$ cat src/rtl/remap_pkg.sv
package remap_pkg;
  // Outcome of one fault report after classification
  typedef enum logic [1:0] {
    ACT_NONE   = 2'd0,
    ACT_RETIRE = 2'd1,
    ACT_FAIL   = 2'd2
  } remap_act_e;
endpackage

$ cat src/rtl/remap_mapper.sv
// Combinational placement: logical column i lands on the i-th healthy physical column.
module remap_mapper #(
  parameter int COLS = 6,
  parameter int LOGC = 3,
  localparam int CW  = (COLS > 1) ? $clog2(COLS) : 1,
  localparam int SW  = $clog2(COLS - LOGC + 1)
) (
  input  logic [COLS-1:0]    retired,
  output logic [LOGC*CW-1:0] map_o,
  output logic [COLS-1:0]    mapped_o,
  output logic [SW-1:0]      spares_o
);
  int rank;

  always_comb begin
    map_o    = '0;
    mapped_o = '0;
    rank     = 0;
    for (int p = 0; p < COLS; p++) begin
      if (!retired[p]) begin
        if (rank < LOGC) begin
          map_o[rank*CW +: CW] = CW'(p);
          mapped_o[p]          = 1'b1;
        end
        rank = rank + 1;
      end
    end
    spares_o = (rank >= LOGC) ? SW'(rank - LOGC) : '0;
  end
endmodule

$ cat src/rtl/remap_classifier.sv
// Decides what a fault report does to the mapping.
module remap_classifier
  import remap_pkg::*;
#(
  parameter int COLS = 6,
  parameter int LOGC = 3,
  localparam int CW  = (COLS > 1) ? $clog2(COLS) : 1,
  localparam int SW  = $clog2(COLS - LOGC + 1)
) (
  input  logic            flt_valid,
  input  logic [CW-1:0]   flt_col,
  input  logic [COLS-1:0] mapped,
  input  logic [SW-1:0]   spares,
  input  logic            failed,
  output remap_act_e      act
);
  logic in_range;
  logic hits_used;

  assign in_range  = (int'(flt_col) < COLS);
  assign hits_used = in_range && mapped[flt_col];

  always_comb begin
    act = ACT_NONE;
    if (flt_valid && !failed && hits_used) begin
      act = (spares != '0) ? ACT_RETIRE : ACT_FAIL;
    end
  end
endmodule

$ cat src/rtl/remap_state.sv
// Holds retirement state, the registered map and status.
module remap_state
  import remap_pkg::*;
#(
  parameter int COLS = 6,
  parameter int LOGC = 3,
  localparam int NSPR = COLS - LOGC,
  localparam int CW   = (COLS > 1) ? $clog2(COLS) : 1,
  localparam int SW   = $clog2(NSPR + 1)
) (
  input  logic               clk,
  input  logic               rst,
  input  logic               flt_valid,
  input  logic [CW-1:0]      flt_col,
  input  remap_act_e         act,
  output logic [COLS-1:0]    retired_q,
  output logic [COLS-1:0]    mapped_q,
  output logic [LOGC*CW-1:0] map_q,
  output logic [SW-1:0]      spares_q,
  output logic [SW-1:0]      cnt_q,
  output logic               failed_q,
  output logic               done_q
);
  logic [COLS-1:0]    retired_d;
  logic [LOGC*CW-1:0] map_d;
  logic [COLS-1:0]    mapped_d;
  logic [SW-1:0]      spares_d;

  // one flop per physical column retirement flag
  for (genvar p = 0; p < COLS; p++) begin : g_ret
    assign retired_d[p] = retired_q[p] ||
                          ((act == ACT_RETIRE) && (int'(flt_col) == p));
    always_ff @(posedge clk) begin
      if (rst) retired_q[p] <= 1'b0;
      else     retired_q[p] <= retired_d[p];
    end
  end

  remap_mapper #(.COLS(COLS), .LOGC(LOGC)) u_mapper (
    .retired  (retired_d),
    .map_o    (map_d),
    .mapped_o (mapped_d),
    .spares_o (spares_d)
  );

  always_ff @(posedge clk) begin
    if (rst) begin
      map_q    <= '0;
      for (int i = 0; i < LOGC; i++) map_q[i*CW +: CW] <= CW'(i);
      mapped_q <= COLS'((1 << LOGC) - 1);
      spares_q <= SW'(NSPR);
      cnt_q    <= '0;
      failed_q <= 1'b0;
      done_q   <= 1'b0;
    end else begin
      map_q    <= map_d;
      mapped_q <= mapped_d;
      spares_q <= spares_d;
      done_q   <= flt_valid;
      if (act == ACT_RETIRE) cnt_q    <= cnt_q + 1'b1;
      if (act == ACT_FAIL)   failed_q <= 1'b1;
    end
  end


  cnt_bound_chk: assert property (@(posedge clk) disable iff (rst)
    (int'(cnt_q) + int'(spares_q)) == NSPR);


  done_follow_chk: assert property (@(posedge clk) disable iff (rst)
    flt_valid |=> done_q);


  failed_sticky_chk: assert property (@(posedge clk) disable iff (rst)
    failed_q |=> (failed_q && $stable(cnt_q) && $stable(map_q)));


  retire_monotone_chk: assert property (@(posedge clk) disable iff (rst)
    !rst |=> ((retired_q & $past(retired_q)) == $past(retired_q)));


  one_retire_chk: assert property (@(posedge clk) disable iff (rst)
    !rst |=> ($countones(retired_q ^ $past(retired_q)) <= 1));


  fail_freeze_chk: assert property (@(posedge clk) disable iff (rst)
    (act == ACT_FAIL) |=> ($stable(retired_q) && $stable(cnt_q)));
endmodule

$ cat src/rtl/col_spare_remap.sv
module col_spare_remap
  import remap_pkg::*;
#(
  parameter int ROWS = 6,
  parameter int COLS = 6,
  parameter int NSPR = 3,
  localparam int LOGC = COLS - NSPR,
  localparam int RW   = (ROWS > 1) ? $clog2(ROWS) : 1,
  localparam int CW   = (COLS > 1) ? $clog2(COLS) : 1,
  localparam int SW   = $clog2(NSPR + 1)
) (
  input  logic               clk,
  input  logic               rst,
  input  logic               flt_valid,
  input  logic [RW-1:0]      flt_row,
  input  logic [CW-1:0]      flt_col,
  output logic               upd_done,
  output logic [COLS-1:0]    bypass_en,
  output logic [LOGC*CW-1:0] map_phys,
  output logic [SW-1:0]      avoided_cnt,
  output logic [SW-1:0]      spares_left,
  output logic               dev_failed
);
  remap_act_e      act;
  logic [COLS-1:0] mapped_q;
  logic [RW-1:0]   row_unused;

  // a fault in any row retires the whole column
  assign row_unused = flt_row;

  remap_classifier #(.COLS(COLS), .LOGC(LOGC)) u_class (
    .flt_valid (flt_valid),
    .flt_col   (flt_col),
    .mapped    (mapped_q),
    .spares    (spares_left),
    .failed    (dev_failed),
    .act       (act)
  );

  remap_state #(.COLS(COLS), .LOGC(LOGC)) u_state (
    .clk       (clk),
    .rst       (rst),
    .flt_valid (flt_valid),
    .flt_col   (flt_col),
    .act       (act),
    .retired_q (bypass_en),
    .mapped_q  (mapped_q),
    .map_q     (map_phys),
    .spares_q  (spares_left),
    .cnt_q     (avoided_cnt),
    .failed_q  (dev_failed),
    .done_q    (upd_done)
  );


  unused_col_chk: assert property (@(posedge clk) disable iff (rst)
    (flt_valid && (int'(flt_col) < COLS) && !mapped_q[flt_col]) |=>
      $stable(bypass_en));
endmodule

$ cat config.mk
export PLATFORM = sky130hd
export DESIGN_NAME = col_spare_remap
export DESIGN_NICKNAME = d
export VERILOG_FILES = /design/src/rtl/remap_pkg.sv /design/src/rtl/remap_mapper.sv /design/src/rtl/remap_classifier.sv /design/src/rtl/remap_state.sv /design/src/rtl/col_spare_remap.sv
export SDC_FILE = /design/constraint.sdc
export NUM_CORES = 1
export LEC_CHECK = 0
export ABC_AREA = 1
export ABC_CLOCK_PERIOD_IN_PS = 11800
export BUFFER_PORTS_ARGS = -buffer_cell sky130_fd_sc_hd__buf_2
export CAP_MARGIN = 20
export CORE_MARGIN = 2
export CORE_UTILIZATION = 47
export DETAILED_ROUTE_END_ITERATION = 6
export MAX_ROUTING_LAYER = met4
export PLACE_DENSITY = 0.77
export SLEW_MARGIN = 20
export SYNTH_ARGS = -nofsm -noshare
export SYNTH_HDL_FRONTEND = slang
export SYNTH_HIERARCHICAL = 1
export SYNTH_SLANG_ARGS = --single-unit
$ cat constraint.sdc
create_clock -name clk -period 11.8 [get_ports clk]
set_input_delay 0.59 -clock clk [delete_from_list [all_inputs] [get_ports clk]]
set_output_delay 0.59 -clock clk [all_outputs]
set_load 0.01 [all_outputs]
### Word level (Yosys, flattened, before mapping)

Cells that the tools add are included.

| storage, ports and cells | value |
|---|---|
| bits of input ports | 9 |
| logic and storage cells | 112 |
| output and inout bits | 21 |
| register bits | 27 |

| operators by class | value |
|---|---|
| multipliers | 5 |
| add/sub/neg operators | 12 |
| shifts and indexed selects | 10 |
| bitwise logic cells | 1 |
| eq/ne operators | 7 |
| reduce and logical (&&, ||, !) cells | 21 |
| magnitude comparators | 8 |
| mux-type cells | 33 |

Operator list:

| kind | number |
|---|---|
| 32-bit negation with 33-bit output | 5 |
| 3-bit by 33-bit variable shift with 9-bit output (first input constant) | 5 |
| 3-bit by 33-bit indexed part select with 9-bit output (first input constant) | 5 |
| 32-bit by 2-bit adder with 32-bit output (second input constant) | 5 |
| 32-bit by 3-bit < comparator with 1-bit output (second input constant) | 5 |
| 32-bit by 3-bit multiplier with 32-bit output (second input constant) | 5 |
| 32-bit two-way mux | 5 |
| 9-bit two-way mux | 10 |
| 9-bit bitwise mux | 4 |
| 32-bit by 3-bit >= comparator with 1-bit output (second input constant) | 1 |
| 3-bit equality test (second input constant) | 4 |
| 1-bit two-way mux | 10 |
| 9-bit AND | 1 |
| 1-bit logical AND | 9 |
| 1-bit logical OR | 6 |
| 2-bit two-way mux | 3 |
| 2-bit OR reduction | 3 |
| 3-bit by 4-bit < comparator with 1-bit output (second input constant) | 1 |
| 1-bit binary-select mux with 3-bit select | 1 |
| 3-bit by 2-bit equality test with 1-bit output (second input constant) | 1 |
| 3-bit zero test | 1 |
| 3-bit < comparator (second input constant) | 1 |
| 2-bit by 1-bit adder with 2-bit output (second input constant) | 1 |
| 2-bit by 1-bit equality test with 1-bit output (second input constant) | 1 |
| 4 further kinds | 4 |

### Logic depth before layout (Yosys ltp)

Gate-level depths: netlist of the first run.

| logic depth | value |
|---|---|
| word-level depth | 27 |
| mapped depth | 47 |
| gate-level depth less buffers | 47 |

### By module

Netlist of the first run, hierarchy kept.

By module, submodules not included:

| module | times used | area an instance (um^2) | cells an instance |
|---|---|---|---|
| remap_mapper | 1 | 2,158.3 | 376 |
| remap_state | 1 | 912.1 | 106 |
| remap_classifier | 1 | 95.1 | 24 |

### Worst setup path after synthesis of the first run

No wires, ideal clock.

| path | value |
|---|---|
| kind | input -> register |
| start | in flt_col[0] |
| end | reg u_state.map_q[7] |
| required time | 11,677 ps |
| buffers on the path | 0 |
| stages on the path | 40 |
| setup time | 123 ps |
| arrival | 6,066 ps |
| slack | 5,611 ps |
| cells stage by stage | inv_2 > nand2_1 > nand3_1 > a21oi_1 > nand2_1 > nor2_1 > inv_2 > nor2_4 > nand3_1 > nand2_1 > inv_1 > fa_1 > ha_1 > inv_1 > nand2_1 > o21ai_2 > inv_2 > ha_1 > [4 not listed] > ha_1 > inv_1 > fa_1 > nand3_1 > nor2_1 > inv_1 > nor2_1 > ha_1 > inv_1 > nor2_1 > nand2_1 > nor2_8 > nand2_1 > inv_1 > nand2_1 > nor2_1 > a21oi_1 > or2_2 |

| on the way | value |
|---|---|
| cells in the longest elaborated chain, start to end | 27 |
| elaborated cells between the ends (all ways) | 74 |

Ends and longest elaborated chain:

| what | line | text |
|---|---|---|
| start: declaration | col_spare_remap.sv:16 | `input logic [CW-1:0] flt_col,` |
| 1-bit binary-select mux with 3-bit select | remap_classifier.sv:21 | `assign hits_used = in_range && mapped[flt_col];` |
| 1-bit two-way mux (implied by the code) | remap_classifier.sv:21 |  |
| 1-bit logical AND * | remap_classifier.sv:21 |  |
| 1-bit logical AND * | remap_classifier.sv:25 | `if (flt_valid && !failed && hits_used) begin` |
| 2-bit two-way mux * | remap_classifier.sv:25 |  |
| net act[0] | col_spare_remap.sv:24 | `remap_act_e act;` |
| 2-bit by 1-bit equality test with 1-bit output * | remap_state.sv:32 | `((act == ACT_RETIRE) && (int'(flt_col) == p));` |
| 1-bit logical AND * | remap_state.sv:32 |  |
| 1-bit logical OR * | remap_state.sv:31 | `assign retired_d[p] = retired_q[p] \|\|` |
| net u_state.retired_d[0] | remap_state.sv:24 | `logic [COLS-1:0] retired_d;` |
| 1-bit two-way mux * | remap_mapper.sv:20 | `if (!retired[p]) begin` |
| parallel branches: the longest is 17 deep, another holds 32-bit negation with 33-bit output | n/a |  |
| 9-bit two-way mux * | remap_mapper.sv:20 |  |
| net u_state.map_d[7] | remap_state.sv:25 | `logic [LOGC*CW-1:0] map_d;` |
| end signal: assignment | remap_state.sv:56 | `map_q <= map_d;` |
| end: declaration | remap_state.sv:18 | `output logic [LOGC*CW-1:0] map_q,` |

Mark *: on every way through the listed nets, which the timed path passes. The select of a mux whose other input is x is not followed.
A chain may end at the register's enable or synchronous reset.

### Worst setup path after layout of the first run

| path | value |
|---|---|
| start | in flt_col[0] |
| end | reg u_state.map_q[2] |

The elaborated chain is that of the path after synthesis.

==> metrics.txt, run 1 <==
run status=completed; number of I/O port buffers=26; Post-CTS Setup Bufs=0; Max VDD drop=~0.11 mV; Sum Neg Setup Slack=0 ps; Yosys cell types=38; sequential area share after synthesis=17.1%; Die Ht=86.1 um; Multi-input gate area=2200 um2; clock root cell=clkbuf_8; synthesized net count=approximately 550; WL final=a little under 7 mm; Routed wire per std cell=11.4 um; CTS buffer count=3; Final min period=around 7000 ps; crit path kind=input pin to flip-flop; Worst Path Buf+Inv=12; Hold WC Path Type=flip-flop to flip-flop; Cell Rows=29; Post-synth EDFFs=0; Seq. cell area=approximately 540 um2; Pleak=around 1.8 nW; proportion of layout cells with a drive suffix above 1=between 10% and 20%; Worst-Margin Slew=about 540 ps; internal cell power=0.327 mW; Seq pwr share=between 10 and 15%; clock buffer depth=2; Final Setup Violations=0; Initial DRC Count=around 170; ant diodes=0; placed insts=about 610; synthesized instance count=approximately 510; post-CTS sizing=0; Clock Sinks=27; vias per inst=around 5.0; ys async rst share=0%; vias in the first global route=approximately 2.9k; YS warnings=6; crit path capture type=flip-flop; core area=6420 um2; drt first pass iters=6; Layout area overhead=7.75%; Routed Antenna Nets=0; IO Pins=30; PwrDens=228 nW/um2; cell mode on critical path=nand2_1; die area=about 7400 um2; # DRC=0; Global Route Usage Sum=20.1%; Worst R2R Setup Slack=approximately 5000 ps; Design Power=around 0.8 mW; hpwl dp=about 5.8 mm; biggest cell delay along the critical path=around 790 ps; Sw Ratio=between 50% and 60%; Fin. Hold Viols=0; initial antenna violation count=0; hold_buf cts=0; first-pass GRT wire length=~12 mm; gpl congestion=just over 0.9; Top FF cell, synth=dfxtp_1; Initial Utilization=around half; pin count of the biggest net entering global routing=27; fill count=between 600 and 700; Clock Power Share=about 6.4%; WP data arrival=7200 ps; startpoint class of the critical path=input pin; FMAX=around 140 MHz; max-slew violation count=0; RSZ-0062 raised after global routing=no; routed vias=3061; mean post-synth cell area=roughly 6.3 um2; H-tree levels=1; CP top delay family=adder cells; Layout Cells excl Fill=just over 600; Comb pwr share=around four fifths; Layout Nets=582; Max transition margin=about 63%; WP data required=around 12000 ps; CP Max Fanout=10; Tcrit/Tclk final=roughly three fifths; die width=86.1 um; Clock transition at path regs=80 ps; Seq cells post-synth=27; Max-Cap Viols=0; post-synthesis cell area=3170 um2; critical path's slowest cell=fa_1; grt ovf=0; Skew-Pair Late Insertion Delay=around 260 ps; P_sw=around 0.45 mW; CTS tree=done; final clock skew=1.10 ps
[logic make-up after synthesis]
family          after synthesis  share of synthesized area [%]
simple gates                277                           41.6
xor+xnor                      8                           2.21
mux                           1                          0.316
buf+inv                     110                           13.6
fa+ha+maj                    39                           16.1
flops                        27                           17.1
compound gates               44                           9.09
[cells in the mapped netlist, types with 2 or more instances]
library cell	instances	area share [%]
nand2_1	110	13
inv_1	100	12
nor2_1	61	7.2
nand3_1	52	8.2
ha_1	36	14
dfxtp_1	27	17
a21oi_1	14	2.2
nor3_1	12	1.9
o21ai_0	8	1.3
inv_2	7	0.83
nand4_1	7	1.4
a21oi_2	6	1.7
nand2_2	6	1.2
nand2_4	6	2.1
or2_2	6	1.2
o21ai_1	5	0.79
o21ai_2	5	1.4
nor2_4	4	1.4
xnor2_1	4	1.1
xor2_1	4	1.1
fa_1	3	1.9
nand3_2	3	0.95
buf_6	2	0.71
nor2_2	2	0.40
nor4_1	2	0.40
o221ai_1	2	0.55
[per-layer routing]
layer | vias up | wire (um) | share of wire, % | global-route usage (%)
met4 | 0 | 126 | 1.8 | 6.49
li1 | 1634 | - | - | -
met3 | 12 | 340 | 4.9 | 0.962
met2 | 93 | 3280 | 47 | 35.4
met1 | 1322 | 3190 | 46 | 24.7
met5 | - | 0 | 0 | -
[final cells by class]
type	count	share of cell area [%]
Multi-Input combinational cell	369	64.4
Sequential cell	27	15.8
Inverter	107	11.8
Timing Repair Buffer	26	3.82
Tap cell	77	2.82
Clock buffer	3	1.21
Clock inverter	1	0.147
[power by group through the flow]
stage	clock network [mW]	logic (mW)	registers (mW)
floorplan	0	0.491	0.119
global placement	0	0.597	0.112
detailed placement	0	0.608	0.113
CTS	0.0521	0.611	0.111
global route	0.0563	0.702	0.112
finish	0.0496	0.617	0.111
[final timing paths]
path              depth (start not counted)                    to            startpoint
setup / recovery                         42      u_state/map_q[2]            flt_col[0]
hold / removal                            2  u_state/retired_q[3]  u_state/retired_q[3]
setup reg to reg                         41      u_state/map_q[2]   u_state/mapped_q[5]
hold reg to reg                           2  u_state/retired_q[3]  u_state/retired_q[3]
[layout by cell type (no fill, tap or decap), types with 8 or more instances in the layout]
| cell | count |
|---|---|
| dfxtp_1 | 27 |
| nor2_1 | 61 |
| inv_1 | 100 |
| o21ai_0 | 8 |
| a21oi_1 | 14 |
| nand2_1 | 110 |
| nand3_1 | 52 |
| ha_1 | 36 |
| nor3_1 | 12 |
| buf_2 | 26 |
[registers in the layout, indices dropped and copies added (netlist names)]
register / count
u_state/cnt_q: 2
u_state/done_q: 1
u_state/failed_q: 1
u_state/map_q: 9
u_state/mapped_q: 6
u_state/retired_q: 6
u_state/spares_q: 2
[worst register-to-register path: cells and delay by family (launching register included)]
family,cells,cell delay [ps]
adders and majority gates,7,2600
AOI/OAI and AO/OA,3,480
buffers and inverters,11,940
xor gates and xnor gates,1,270
and+or+nand+nor,19,2170
DFF,1,310
[stage by stage]
stage	util, %	worst slack (ps)	hold slack (ps)	cell area [um2]
floorplan	-	5610	494	3170
global placement	52.4	4750	455	3360
detailed placement	52.4	4580	469	3360
CTS	53.1	4840	483	3410
global route	53.1	4070	497	3410
finish	53.1	4790	483	3410
(Power assumes the default switching activity.)
==> inputs of run 2 (changes only) <==
ABC_CLOCK_PERIOD_IN_PS = 5700   (was 11800)
PLACE_DENSITY = 0.79   (was 0.77)
clock period = 5.7 ns   (was 11.8 ns; I/O delays follow)
==> run 2 against run 1 <==
Net effect:
- the run now ends with DRC left
- first-iteration DRC count up 63%
- critical path depth decreased by 2
- sequential share of layout area fell by 3.8 points
- combinational power increased to 3.0 times the previous value
- worst setup slack worse by 4800 ps
- sequential power up 110%
- global-route usage up 4.7 points
- die area unchanged
- utilization increased by 17 points
- critical path type is now flip-flop to flip-flop
- largest power group unchanged
==> metrics.txt, run 2 (synthesized netlist as in run 1, its figures left out) <==
run status=finished with violations; failing checks=DRC; Regs by FF count=u_state/map_q x9, u_state/mapped_q x6, u_state/retired_q x6; CTS tree=done; die width=between 80 and 90 um; Skew-Pair Late Insertion Delay=approximately 270 ps; Layout area overhead=42.3%; max-slew violation count=0; vias per inst=5.19; FF-to-FF End=u_state/map_q[2]; IO Pins=30; grt ovf=0; WHS=roughly 220 ps; Initial DRC Count=281; most common cell after layout, fill and taps aside=nand2_1; Routed Antenna Nets=0; WL final=between 9 and 10 mm; drt first pass iters=7; worst hold path cell count=3; hold_buf cts=0; RSZ-0062 raised after global routing=yes; PwrDens=between 400 and 500 nW/um2; core area=6420 um2; Clock transition at path regs=approximately 90 ps; pin count of the biggest net entering global routing=27; vias in the first global route=between 3k and 4k; Final Util=between 70% and 80%; startpoint class of the critical path=flip-flop; hpwl dp=~6.6 mm; Layout Nets=between 600 and 700; Cell Rows=29; Fin. Hold Viols=0; ant diodes=0; initial antenna violation count=0; # DRC=1; CTS buffer count=3; Clock Sinks=27; HP Start=flt_valid; clock buffer depth=2; first-pass GRT wire length=14.8 mm; Setup WS pre-CTS=-268 ps; crit path kind=flip-flop to flip-flop; WP data arrival=roughly 5900 ps; R2R cell count=40; WP data required=5920 ps; number of I/O port buffers=26; Routed wire per std cell=about 14 um; critical path's slowest cell=fa_2; setup ws final=~32 ps; Tcrit/Tclk final=slightly below 100%; Worst-Margin Slew=498 ps; Global Route Usage Sum=about a quarter; H-tree levels=1; final clock skew=2.23 ps; routed vias=approximately 3.6k; Sum Neg Setup Slack=0 ps; proportion of layout cells with a drive suffix above 1=roughly 41%; Max transition margin=66.8%; reg2reg start=u_state/mapped_q[4]; Die Ht=86.1 um; biggest cell delay along the critical path=~680 ps; clock root cell=clkbuf_8; Max VDD drop=~0.32 mV; Worst R2R Setup Slack=between 30 and 40 ps; Initial Utilization=49.3%; crit path capture type=flip-flop; Biggest register=u_state/map_q; Pleak=around 2.3 nW; cell mode on critical path=inv_2; placed insts=670; FMAX=about 180 MHz; Final min period=about 5700 ps; Max-Cap Viols=0; fill count=499; gpl congestion=slightly above 0.9; commonest non-fill, non-tap cells in the layout=nand2_1 (88), buf_4 (87), inv_1 (86); Hold Crit Endpoint=u_state/done_q; CP Max Fanout=4; die area=around 7400 um2; Hold WC Path Type=input pin to flip-flop; Final Setup Violations=0; Layout Cells excl Fill=between 600 and 700; max reg flops=9
[run 2: final cells by class]
type	count	area, um2	share of cell area (%)
Multi-Input combinational cell	369	2610	57.9
Timing Repair Buffer	115	806	17.9
Sequential cell	27	542	12.0
Inverter	107	404	8.97
Tap cell	77	96.3	2.14
Clock buffer	3	41.3	0.916
Clock inverter	1	7.51	0.167
[run 2: how the worst max path moves through the flow]
stage / slack [ps] / to / cells after the start / from
final: 30 / u_state/map_q[2] / 40 / u_state/mapped_q[4]
after global routing: -300 / u_state/map_q[7] / 44 / u_state/mapped_q[4]
after CTS: -20 / u_state/map_q[7] / 40 / u_state/mapped_q[4]
after detailed placement: -270 / u_state/map_q[7] / 44 / flt_col[0]
after global placement: -90 / u_state/map_q[7] / 40 / flt_col[0]
after floorplan: 2 / u_state/map_q[7] / 40 / u_state/mapped_q[5]
[run 2: metrics by stage]
step           cell area (um2)  total power, mW
6_report                  4510             2.21
5_1_grt                   4510             2.40
4_1_cts                   4190             1.93
3_5_place_dp              3880             1.73
3_3_place_gp              3880             1.69
2_1_floorplan             3200             1.27
[run 2: metal layers]
| metal | vias to the layer above | track usage, % | share of wire (%) |
|---|---|---|---|
| li1 | 1810 | - | - |
| met1 | 1657 | 28.5 | 41 |
| met2 | 129 | 45.3 | 53 |
| met3 | 29 | 1.25 | 3.6 |
| met4 | 0 | 9.09 | 3.1 |
| met5 | - | - | 0 |
[run 2: timing repair]
item / 4_1_cts / 5_1_grt
gates resized for setup: 34 / 70
buffers inserted: 22 / 3
setup endpoints to repair: 9 / 9
cloned: 0 / 0
pin swaps: 28 / 40
[run 2: power breakdown]
part           total (mW)  internal [mW]  switching [mW]  leakage (nW)
Sequential          0.230          0.219          0.0102         0.220
Clock               0.108         0.0496          0.0588        0.0217
Combinational        1.87          0.737            1.13          2.01
Total                2.21           1.01            1.20          2.26
[run 2: worst max-delay path, delay by kind of cell, from the launching register on]
family	cells	cell delay (ps)
buffers and inverters	12	700
AOI/OAI and AO/OA	3	480
adders and majority gates	7	2360
DFF	1	310
xor gates and xnor gates	1	160
and+or+nand+nor	17	1580
==> inputs of run 3 (changes only) <==
CORE_UTILIZATION = 35   (was 47)
PLACE_DENSITY = 0.65   (was 0.79)
==> run 3 against run 2 <==
Net effect:
- the run now ends clean
- final area shrank 1.8%
- combinational power decreased by 6%
- wire length fell by 10%
- maximum frequency rose by 0.87%
- critical path depth shrank 1
- register-to-register slack improved by 50 ps
- sequential power about the same
- global-route usage is 7.7 points lower
- count of clock-buffer cells in the layout unchanged
- clock power about the same
- sequential share of layout area rose by 0.25 points
- total power down 4.7%
- largest power group unchanged
- highest routed layer unchanged
==> metrics.txt, run 3 (synthesized netlist as in run 1, its figures left out) <==
run status=completed; Max-Cap Viols=0; max-slew violation count=0; RSZ-0062 raised after global routing=yes; Hold WC Path Type=input pin to flip-flop; die width=approximately 100 um; Initial Utilization=a little over a third; Final Setup Violations=0; Top Metal Used=met4; core area=8760 um2; met2 WL=roughly 4.2 mm; met1 wire length=between 3 and 4 mm; commonest non-fill, non-tap cells in the layout=nand2_1 (92), inv_1 (83), buf_4 (79); routed vias=around 3.4k; crit path kind=flip-flop to flip-flop; crit path capture type=flip-flop; biggest cell delay along the critical path=roughly 670 ps; WP data required=approximately 5900 ps; Cell Rows=34; gpl congestion=roughly 1.0; pin count of the biggest net entering global routing=27; Biggest register=u_state/map_q; Design Power=~2.1 mW; Max VDD drop=0.205 mV; drt first pass iters=5; Clock Sinks=27; Die Ht=approximately 99 um; placed insts=approximately 700; clock root cell=clkbuf_8; CP Max Fanout=7; WL final=between 8 and 9 mm; first-pass GRT wire length=about 14 mm; WHS=approximately 230 ps; Worst-Margin Slew=490 ps; IO Pins=30; Initial DRC Count=203; ant diodes=0; Seq pwr share=~11%; Routed Antenna Nets=0; max reg flops=9; Final min period=5620 ps; vias per inst=about 4.7; PwrDens=475 nW/um2; R2R cell count=39; hpwl dp=~6.5 mm; Tcrit/Tclk final=a little over nine tenths; Layout Nets=662; CTS tree=done; # DRC=0; number of I/O port buffers=26; Fin. Hold Viols=0; Layout Cells excl Fill=between 700 and 800; met3 wire length=324 um; FMAX=178 MHz; final clock skew=3.02 ps; Regs by FF count=u_state/map_q x9, u_state/mapped_q x6, u_state/retired_q x6; Sw Ratio=between 50% and 60%; Clock Power Share=5.1%; fill count=around 840; grt ovf=0; clock buffer depth=2; startpoint class of the critical path=flip-flop; proportion of layout cells with a drive suffix above 1=39.3%; hold_buf cts=0; worst hold path cell count=3; critical path's slowest cell=fa_2; start point of the critical path=u_state/mapped_q[4]; reg2reg start=u_state/mapped_q[4]; P_sw=between 1 and 1.5 mW; initial antenna violation count=0; vias in the first global route=between 3k and 4k; Comb pwr share=between 80 and 90%; WP data arrival=about 5800 ps; most common cell after layout, fill and taps aside=nand2_1; HP Start=flt_valid; cell mode on critical path=inv_2; Max transition margin=around two thirds; Global Route Usage Sum=about 17%; H-tree levels=1; Routed wire per std cell=about 12 um; Seq. cell area=approximately 540 um2; Layout area overhead=39.8%; post-route cell area=4420 um2; die area=9820 um2; Pleak=roughly 2.2 nW; Clock transition at path regs=around 90 ps; Placement Cell Area=3890 um2; Skew-Pair Late Insertion Delay=270 ps; CTS buffer count=3; Multi-input gate area=approximately 2600 um2; internal cell power=between 0.9 and 1 mW
run 3: cell types whose count changed in the layout (fill, tap and decap cells not counted), moves of 3 or more:
cell and change:
o21ai_2 -4, nand2_2 -4, inv_2 +3, inv_1 -3, nand2_1 +4, buf_4 -8
run 3: worst paths after layout:
| kind | endpoint | slack [ps] |
|---|---|---|
| max reg2reg | u_state/map_q[7] | 80 |
| min reg2reg | u_state/retired_q[3] | 480 |
| min | u_state/done_q | 230 |
| max | u_state/map_q[7] | 80 |
run 3: repair_timing:
action / 4_1_cts / 5_1_grt
pin swaps: 17 / 42
endpoints found under the setup margin: 9 / 9
gates cloned: 0 / 0
buffers inserted: 15 / 5
resized for setup: 19 / 75
run 3: power by group through the flow:
stage	logic, mW	registers [mW]	clock network (mW)
after floorplan	1.03	0.246	0
after global placement	1.46	0.232	0
after detailed placement	1.48	0.233	0
after CTS	1.55	0.229	0.112
after global routing	1.97	0.233	0.118
final	1.76	0.230	0.108
run 3: critical path: cells and delay by family, from the launching register on:
family	cells	cell delay, ps
AO/OA/AOI/OAI	3	340
XOR/XNOR	1	150
adder cells (fa/ha/maj)	7	2270
buffers and inverters	11	620
flip-flops	1	330
AND/OR/NAND/NOR	17	1830
run 3: final cells by class:
class	count	area share, %
sequential	27	12.3
inverter	107	9.13
tap	108	3.05
timing repair buffer	106	16.6
clock buffer	3	0.933
clock inverter	1	0.170
multi-input combinational	369	57.8
run 3: per-stage QoR:
step / util (%) / worst slack [ps] / setup TNS [ps]
floorplan: - / 1.87 / 0
global placement: 44.3 / -101 / -346
detailed placement: 44.3 / -193 / -1240
CTS: 46.8 / 0.379 / 0
global route: 50.5 / -224 / -1680
finish: 50.5 / 80.5 / 0
run 3: metal layers:
layer / up-vias / global-route usage (%)
met5: - / -
met4: 0 / 5.27
met3: 12 / 0.914
met2: 82 / 29.7
met1: 1524 / 21.4
li1: 1795 / -
